### config.mk
export PLATFORM = sky130hd
export DESIGN_NAME = ext_irq_latch
export DESIGN_NICKNAME = d
export VERILOG_FILES = /design/src/rtl/eil_pkg.sv /design/src/rtl/eil_sync.sv /design/src/rtl/eil_chan.sv /design/src/rtl/eil_regs.sv /design/src/rtl/ext_irq_latch.sv
export SDC_FILE = /design/constraint.sdc
export NUM_CORES = 1
export LEC_CHECK = 0
export ABC_AREA = 1
export BUFFER_PORTS_ARGS = -buffer_cell sky130_fd_sc_hd__buf_2
export CAP_MARGIN = 40
export CORE_MARGIN = 2
export CORE_UTILIZATION = 36
export CTS_CLUSTER_DIAMETER = 120
export DETAILED_ROUTE_END_ITERATION = 10
export SYNTH_ARGS = -nofsm -noshare
export SYNTH_HDL_FRONTEND = slang
export SYNTH_HIERARCHICAL = 1
export SYNTH_SLANG_ARGS = --single-unit
### constraint.sdc
create_clock -name clk -period 3.55 [get_ports clk]
set_clock_uncertainty 0.2 [all_clocks]
set_input_delay 0.1775 -clock clk [delete_from_list [all_inputs] [get_ports clk]]
set_output_delay 0.1775 -clock clk [all_outputs]
set_load 0.02 [all_outputs]
### src/rtl/eil_pkg.sv
package eil_pkg;
    typedef enum logic [1:0] {
        SENSE_LOW  = 2'd0,
        SENSE_FALL = 2'd1,
        SENSE_RISE = 2'd2,
        SENSE_BOTH = 2'd3
    } sense_e;

    typedef enum logic {
        CH_IDLE = 1'b0,
        CH_PEND = 1'b1
    } ch_state_e;

    localparam logic [7:0] OFF_NMI_STAT = 8'h00;
    localparam logic [7:0] OFF_NMI_CLR  = 8'h04;
    localparam logic [7:0] OFF_NMI_SNS  = 8'h08;
    localparam logic [7:0] OFF_IRQ_STAT = 8'h10;
    localparam logic [7:0] OFF_IRQ_CLR  = 8'h14;
    localparam logic [7:0] OFF_IRQ_SNS  = 8'h18;
endpackage

### src/rtl/eil_sync.sv
module eil_sync #(
    parameter int W = 17
) (
    input  logic         clk,
    input  logic         rst_n,
    input  logic [W-1:0] din,
    output logic [W-1:0] cur,
    output logic [W-1:0] prev
);
    logic [W-1:0] stage1;

    // Reset to the idle-high level so that no edge is seen when reset releases.
    always_ff @(posedge clk or negedge rst_n) begin
        if (!rst_n) begin
            stage1 <= '1;
            cur    <= '1;
            prev   <= '1;
        end else begin
            stage1 <= din;
            cur    <= stage1;
            prev   <= cur;
        end
    end
endmodule

### src/rtl/eil_chan.sv
module eil_chan
    import eil_pkg::*;
(
    input  logic   clk,
    input  logic   rst_n,
    input  sense_e mode,
    input  logic   cur,
    input  logic   prev,
    input  logic   clr,
    output logic   pend
);
    ch_state_e st, st_nxt;
    logic      hit;

    always_comb begin
        hit = 1'b0;
        unique case (mode)
            SENSE_LOW:  hit = 1'b0;
            SENSE_FALL: hit = prev & ~cur;
            SENSE_RISE: hit = cur & ~prev;
            SENSE_BOTH: hit = cur ^ prev;
        endcase
    end

    always_comb begin
        st_nxt = st;
        unique case (st)
            CH_IDLE: begin
                if (mode == SENSE_LOW) begin
                    if (!cur) st_nxt = CH_PEND;
                end else if (hit) begin
                    st_nxt = CH_PEND;
                end
            end
            CH_PEND: begin
                if (mode == SENSE_LOW) begin
                    if (cur) st_nxt = CH_IDLE;
                end else if (clr && !hit) begin
                    st_nxt = CH_IDLE;
                end
            end
        endcase
    end

    always_ff @(posedge clk or negedge rst_n) begin
        if (!rst_n) st <= CH_IDLE;
        else        st <= st_nxt;
    end

    always_comb begin
        pend = (st == CH_PEND);
    end
endmodule

### src/rtl/eil_regs.sv
module eil_regs
    import eil_pkg::*;
#(
    parameter int ADDR_W = 8,
    parameter int N_IRQ  = 16
) (
    input  logic                 clk,
    input  logic                 rst_n,
    input  logic [ADDR_W-1:0]    bus_addr,
    input  logic                 bus_we,
    input  logic [31:0]          bus_wdata,
    output logic [31:0]          bus_rdata,
    input  logic                 nmi_flag,
    input  logic [N_IRQ-1:0]     irq_flag,
    output logic                 nmi_rise_sel,
    output logic [2*N_IRQ-1:0]   irq_mode,
    output logic                 nmi_clr,
    output logic [N_IRQ-1:0]     irq_clr
);
    localparam logic [ADDR_W-1:0] A_NMI_STAT = ADDR_W'(OFF_NMI_STAT);
    localparam logic [ADDR_W-1:0] A_NMI_CLR  = ADDR_W'(OFF_NMI_CLR);
    localparam logic [ADDR_W-1:0] A_NMI_SNS  = ADDR_W'(OFF_NMI_SNS);
    localparam logic [ADDR_W-1:0] A_IRQ_STAT = ADDR_W'(OFF_IRQ_STAT);
    localparam logic [ADDR_W-1:0] A_IRQ_CLR  = ADDR_W'(OFF_IRQ_CLR);
    localparam logic [ADDR_W-1:0] A_IRQ_SNS  = ADDR_W'(OFF_IRQ_SNS);

    always_ff @(posedge clk or negedge rst_n) begin
        if (!rst_n) begin
            nmi_rise_sel <= 1'b0;
            irq_mode     <= '0;
        end else if (bus_we) begin
            if (bus_addr == A_NMI_SNS) nmi_rise_sel <= bus_wdata[0];
            if (bus_addr == A_IRQ_SNS) irq_mode     <= bus_wdata[2*N_IRQ-1:0];
        end
    end

    always_comb begin
        nmi_clr = bus_we && (bus_addr == A_NMI_CLR) && bus_wdata[0];
        irq_clr = (bus_we && (bus_addr == A_IRQ_CLR)) ? bus_wdata[N_IRQ-1:0] : '0;
    end

    always_comb begin
        bus_rdata = '0;
        if (bus_addr == A_NMI_STAT)      bus_rdata = {31'd0, nmi_flag};
        else if (bus_addr == A_NMI_SNS)  bus_rdata = {31'd0, nmi_rise_sel};
        else if (bus_addr == A_IRQ_STAT) bus_rdata = 32'(irq_flag);
        else if (bus_addr == A_IRQ_SNS)  bus_rdata = 32'(irq_mode);
    end
endmodule

### src/rtl/ext_irq_latch.sv
module ext_irq_latch
    import eil_pkg::*;
#(
    parameter int ADDR_W = 8,
    parameter int N_IRQ  = 16
) (
    input  logic              clk,
    input  logic              rst_n,
    input  logic [ADDR_W-1:0] bus_addr,
    input  logic              bus_we,
    input  logic [31:0]       bus_wdata,
    output logic [31:0]       bus_rdata,
    input  logic              nmi_pin,
    input  logic [N_IRQ-1:0]  irq_pins,
    output logic              nmi_req,
    output logic [N_IRQ-1:0]  irq_req
);
    localparam int N_IN = N_IRQ + 1;

    logic [N_IN-1:0]      s_cur, s_prev;
    logic                 nmi_rise_sel, nmi_clr;
    logic [2*N_IRQ-1:0]   irq_mode;
    logic [N_IRQ-1:0]     irq_clr;

    eil_sync #(.W(N_IN)) u_sync (
        .clk  (clk),
        .rst_n(rst_n),
        .din  ({nmi_pin, irq_pins}),
        .cur  (s_cur),
        .prev (s_prev)
    );

    eil_regs #(.ADDR_W(ADDR_W), .N_IRQ(N_IRQ)) u_regs (
        .clk         (clk),
        .rst_n       (rst_n),
        .bus_addr    (bus_addr),
        .bus_we      (bus_we),
        .bus_wdata   (bus_wdata),
        .bus_rdata   (bus_rdata),
        .nmi_flag    (nmi_req),
        .irq_flag    (irq_req),
        .nmi_rise_sel(nmi_rise_sel),
        .irq_mode    (irq_mode),
        .nmi_clr     (nmi_clr),
        .irq_clr     (irq_clr)
    );

    eil_chan u_nmi (
        .clk  (clk),
        .rst_n(rst_n),
        .mode (nmi_rise_sel ? SENSE_RISE : SENSE_FALL),
        .cur  (s_cur[N_IRQ]),
        .prev (s_prev[N_IRQ]),
        .clr  (nmi_clr),
        .pend (nmi_req)
    );

    for (genvar i = 0; i < N_IRQ; i++) begin : g_ch
        eil_chan u_ch (
            .clk  (clk),
            .rst_n(rst_n),
            .mode (sense_e'(irq_mode[2*i +: 2])),
            .cur  (s_cur[i]),
            .prev (s_prev[i]),
            .clr  (irq_clr[i]),
            .pend (irq_req[i])
        );
    end
endmodule

## After elaboration in Yosys (flattened, before gate mapping)

Index checks and enable logic that the tools add are counted.

- $add $sub $neg: 0
- Div/mod/pow operators: 0
- Order comparisons: 0
- Bitwise gates (word level): 102
- Muxes and demuxes: 125
- Equal/unequal tests: 56
- Shift-type cells: 0
- $mul: 0
- Reduce and logical (&&, ||, !) cells: 57

Operator list:

| cell | number |
|---|---|
| $mux W32 | 4 |
| $mux W1 | 85 |
| $eq A2 B2 Y1 const B | 34 |
| $pmux W1 S4 | 17 |
| $not A1 Y1 | 51 |
| $and A1 B1 Y1 | 34 |
| $eq A2 B1 Y1 const B | 17 |
| $logic_not A2 Y1 | 17 |
| $pmux W1 S2 | 17 |
| $eq A8 B5 Y1 const B | 3 |
| $logic_and A1 B1 Y1 | 20 |
| $logic_not A1 Y1 | 17 |
| $xor A1 B1 Y1 | 17 |
| $mux W16 | 1 |
| $eq A8 B3 Y1 const B | 1 |
| $eq A8 B4 Y1 const B | 1 |
| $logic_not A8 Y1 | 1 |
| $reduce_and A2 Y1 | 2 |
| $mux W2 | 1 |

- Input port bits: 60
- Word-level logic and storage cells: 362
- Register bits after elaboration: 101
- Output and inout bits: 49
- Memories: 0
- Memory bits (read-only): 0
- Latch bits: 0
- RAM bits: 0

## Logic depth before layout (Yosys ltp)

- Depth after elaboration: 8
- Gate-level depth with buffers: 9
- Gate-level depth less buffers: 8

## Modules after synthesis

The synthesis kept the hierarchy.

By module, submodules not included:

| module | cells an instance | area an instance (um^2) | instances | sequential area each (um^2) |
|---|---|---|---|---|
| eil_chan | 18 | 113.9 | 17 | 25.0 |
| eil_regs | 253 | 1,815.5 | 1 | 825.8 |
| eil_sync | 51 | 1,340.0 | 1 | 1,340.0 |
| ext_irq_latch | 1 | 3.8 | 1 | 0.0 |

## Worst setup path after synthesis

OpenSTA, ideal clock, no wires.

- Kind: in2out
- Start: input port bus_addr[6]
- End: output port bus_rdata[12]
- Required time: 3.172 ns
- Buffers on the path: 1
- Cell stages on the path: 6
- Path slack: 1.906 ns
- Data arrival time: 1.266 ns
- Cell sequence: inv_1 nand2_2 nor2_8 nand2_4 clkbuf_1 o21ai_0

- Longest elaborated chain between the ends: 5

Ends and longest elaborated chain:

| element | line | source |
|---|---|---|
| start: declaration | ext_irq_latch.sv:9 | `input logic [ADDR_W-1:0] bus_addr,` |
| $eq A8 B5 Y1 | eil_regs.sv:47 | `else if (bus_addr == A_IRQ_SNS) bus_rdata = 32'(irq_mode);` |
| $mux W32 | eil_regs.sv:47 |  |
| $mux W32 | eil_regs.sv:46 | `else if (bus_addr == A_IRQ_STAT) bus_rdata = 32'(irq_flag);` |
| $mux W32 | eil_regs.sv:45 | `else if (bus_addr == A_NMI_SNS) bus_rdata = {31'd0, nmi_rise_sel};` |
| $mux W32 (*) | eil_regs.sv:44 | `if (bus_addr == A_NMI_STAT) bus_rdata = {31'd0, nmi_flag};` |
| end: declaration | ext_irq_latch.sv:12 | `output logic [31:0] bus_rdata,` |

Mark *: on every way between the ends. The rest lies on a longest branch, timed or not.

## Final worst setup path

- Start: input port bus_addr[6]
- End: output port bus_rdata[11]

Same word-level chain as after synthesis.

==> impl_metrics.tcl <==
set metrics [dict create \
    p_per_area_nw_per_um2 390 \
    synth_top_family_by_area "simple AND/OR/NAND/NOR gates" \
    pwr-share-comb 0.119 \
    rrSetupSlack_ns 2.03 \
    final_hold_viol_count 0 \
    path_class "input pin to output port" \
    h-tree-depth 3 \
    vias 4262 \
    worstReg2RegEnd "g_ch[4].u_ch/pend" \
    die_area_sq_um 15100 \
    cp_max_fo 33 \
    min_period_ns 2.10 \
    cts.sinks 101 \
    reg2reg_from "u_sync/cur[4]" \
    postSynthAreaPerCell_sq_um 8.34 \
    hold_class "input pin to register" \
    rows 43 \
    cts_tree "done" \
    finalSetupViolations 0 \
    path_clk_slew_ns 0.07 \
    cp.arrival_ns 1.73 \
    synth.most_common_cell "inv_1" \
    finalCritPeriodShare 0.593 \
    cp-end-kind "output port" \
    dp.cells 889 \
    grt_pass1_wl_microns 19500 \
    wl_per_cell_microns 12.2 \
    setup.worst_path.start_class "input pin" \
    ios 109 \
    worstHoldPathCells 6 \
    swShare 0.255 \
    ys_seq_area_frac 0.509 \
    power_frac_seq 0.501 \
    clkLatencyLatePin_ns 0.34 \
    ys_types 22 \
    synthCells 611 \
    syn_nets 705 \
    firstDrtPassIters 5 \
    maxSlewViolCount 0 \
    ir_drop_mv 0.247 \
    port_buffers 108 \
    grt_pass1_vias 4263 \
    root_buffer "clkbuf_16" \
    drc 0 \
    intPower_mw 1.93 \
    rsz0062_at_grt "false" \
    n_antenna_cell 0 \
    ys_warn_count 6 \
    antenna_found_initial 0 \
    drv_cap 0 \
    hold_end "u_regs/nmi_rise_sel" \
    core-area_sq_um 13800 \
    synth_top_area_frac 0.263 \
    synthSimpleGateAreaFrac 0.203 \
    syn_area_sq_um 5090 \
    ys.flop_type "dfstp_2" \
    synth_area_leader_cell "dfstp_2" \
    cts_buffers 9 \
    nFillCells 1317 \
    cp_common_cell "buf_2" \
    stdcell_count 956 \
    grt_max_degree 64 \
    relSlewSlack 0.468 \
    gr-total-overflow 0 \
    start_util 0.368 \
    drt_iter0_drc 227 \
    ys_async_sr_fraction 1.00 \
    synth_top_cells_by_count "inv_1 (140), nand2_1 (126), dfstp_2 (51)" \
    synth-adder-area-share 0.0835 \
    synth_compound_area_frac 0.0764 \
    area_growth_pct 30.5 \
    fmax_ghz 0.475 \
    fp.dieH_microns 123 \
    p_leak_nw 3.62 \
    dpl.hpwl_microns 8380 \
    synthMuxAreaShare 0 \
    nNetsFinal 865 \
    cp_cell_sequence "buf_2 > inv_1 > nand2_2 > nor2_8 > nand2_4 > o21ai_0 > buf_2" \
    hold_start "bus_addr[5]" \
    wirelength_microns 11700 \
    grt_usage 0.166 \
    switchingPower_mw 0.661 \
    clockBufferDepth 2 \
    synthXorXnorAreaFrac 0 \
    p_clk_frac 0.380 \
    status "finished, final reports clean" \
    synth_edf_count 0 \
    synth_seq_cells 101 \
    avgViaCountPerCell 4.46 \
    tns_ns 0 \
    cp_data_required_time_ns 3.17 \
    worst_pin_slew_ns 0.797 \
    ant_nets 0 \
    critPathMaxStageDelay_ns 0.42 \
    worstRegToRegCells 7 \
    fp.dieW_microns 123 \
    crit_slowest_cell "o21ai_0" \
    gp_congestion 0.827 \
    drive_gt1_frac 0.281 \
    synth.area.top_cells "dfstp_2 (26%), dfrtp_1 (25%), inv_1 (10%)" \
]
==> power groups by stage <==
| stage | combinational [mW] | clock, mW | sequential (mW) |
|---|---|---|---|
| floorplan | 0.153 | 0 | 1.31 |
| global placement | 0.247 | 0 | 1.31 |
| detailed placement | 0.267 | 0 | 1.32 |
| CTS | 0.311 | 1.02 | 1.30 |
| global route | 0.356 | 1.07 | 1.31 |
| finish | 0.308 | 0.985 | 1.30 |
==> metrics by stage <==
stage	instance area, sq um	total power, mW	setup slack, ns	utilization	hold slack (ns)
finish	6650	2.59	1.45	0.481	0.0655
global route	6650	2.74	1.34	0.481	0.120
CTS	6650	2.63	1.51	0.481	0.0523
detailed placement	5840	1.59	1.26	0.422	-0.0775
global placement	5820	1.56	1.36	0.421	0.0834
floorplan	5090	1.46	1.91	-	-0.318
==> sequential cells by signal, indices dropped and copies added (netlist names) <==
| register | count |
|---|---|
| u_regs/nmi_rise_sel | 1 |
| u_sync/stage1 | 17 |
| u_sync/prev | 17 |
| g_ch.u_ch/pend | 16 |
| u_regs/irq_mode | 32 |
| u_nmi/pend | 1 |
| u_sync/cur | 17 |
==> routing by layer <==
| metal | vias up | GRT usage | part of all wire |
|---|---|---|---|
| li1 | 2153 | - | - |
| met1 | 1969 | 0.204 | 0.43 |
| met2 | 125 | 0.290 | 0.49 |
| met3 | 15 | 0.0341 | 0.056 |
| met4 | 0 | 0.0539 | 0.019 |
| met5 | - | 0 | 0 |
==> layout make-up <==
type	count	area [sq um]	share of cell area
well taps	180	225	0.0339
flip-flops and latches	101	2590	0.390
clock inverters	6	68.8	0.0103
clock buffers	10	229	0.0344
inverters	158	593	0.0892
repair buffers	161	1090	0.164
multi-input cells	340	1850	0.278
==> worst max path at each step <==
| stage | start | cells past startpoint | endpoint |
|---|---|---|---|
| after floorplan | bus_addr[6] | 6 | bus_rdata[12] |
| after global placement | bus_addr[6] | 7 | u_regs/irq_mode[17] |
| after detailed placement | bus_addr[6] | 8 | u_regs/irq_mode[23] |
| after CTS | bus_addr[6] | 7 | bus_rdata[11] |
| after global routing | bus_addr[1] | 7 | bus_rdata[7] |
| final | bus_addr[6] | 7 | bus_rdata[11] |
==> cells by family (layout without fill, tap and decap cells) <==
group | Yosys count | count (layout)
flops | 101 | 101
buf+inv | 170 | 335
fa+ha+maj | 34 | 34
simple gates | 241 | 241
compound gates | 65 | 65
==> what timing repair did <==
item / CTS / global route
buffers inserted: 0 / 0
resized for setup: 0 / 0
endpoints found under the hold margin: 98 / 0
hold buffers: 51 / 0
==> worst max-delay path: cells and delay by family <==
family	cells	cell delay (ns)
and+or+nand+nor	3	0.72
buffers and inverters	3	0.40
AOI/OAI and AO/OA	1	0.42
==> cell usage in the layout (no fill, tap or decap), types with 2 or more instances in the layout <==
master / netlist / layout
dfstp_2: 51 / 51
nand4_1: 2 / 2
buf_2: 4 / 107
nand2_1: 126 / 126
ha_1: 34 / 34
nor2_8: 2 / 2
inv_2: 18 / 18
clkbuf_16: 0 / 9
inv_6: 0 / 2
nand3_1: 37 / 37
o21ai_0: 20 / 20
dfrtp_1: 50 / 50
o21ai_1: 28 / 28
nor2_1: 50 / 50
a21oi_2: 17 / 17
nor3_1: 19 / 19
buf_12: 0 / 2
dlygate4sd3_1: 0 / 51
inv_1: 140 / 140
nand2_2: 2 / 2
Note: power is estimated with default switching activity, not from simulation.
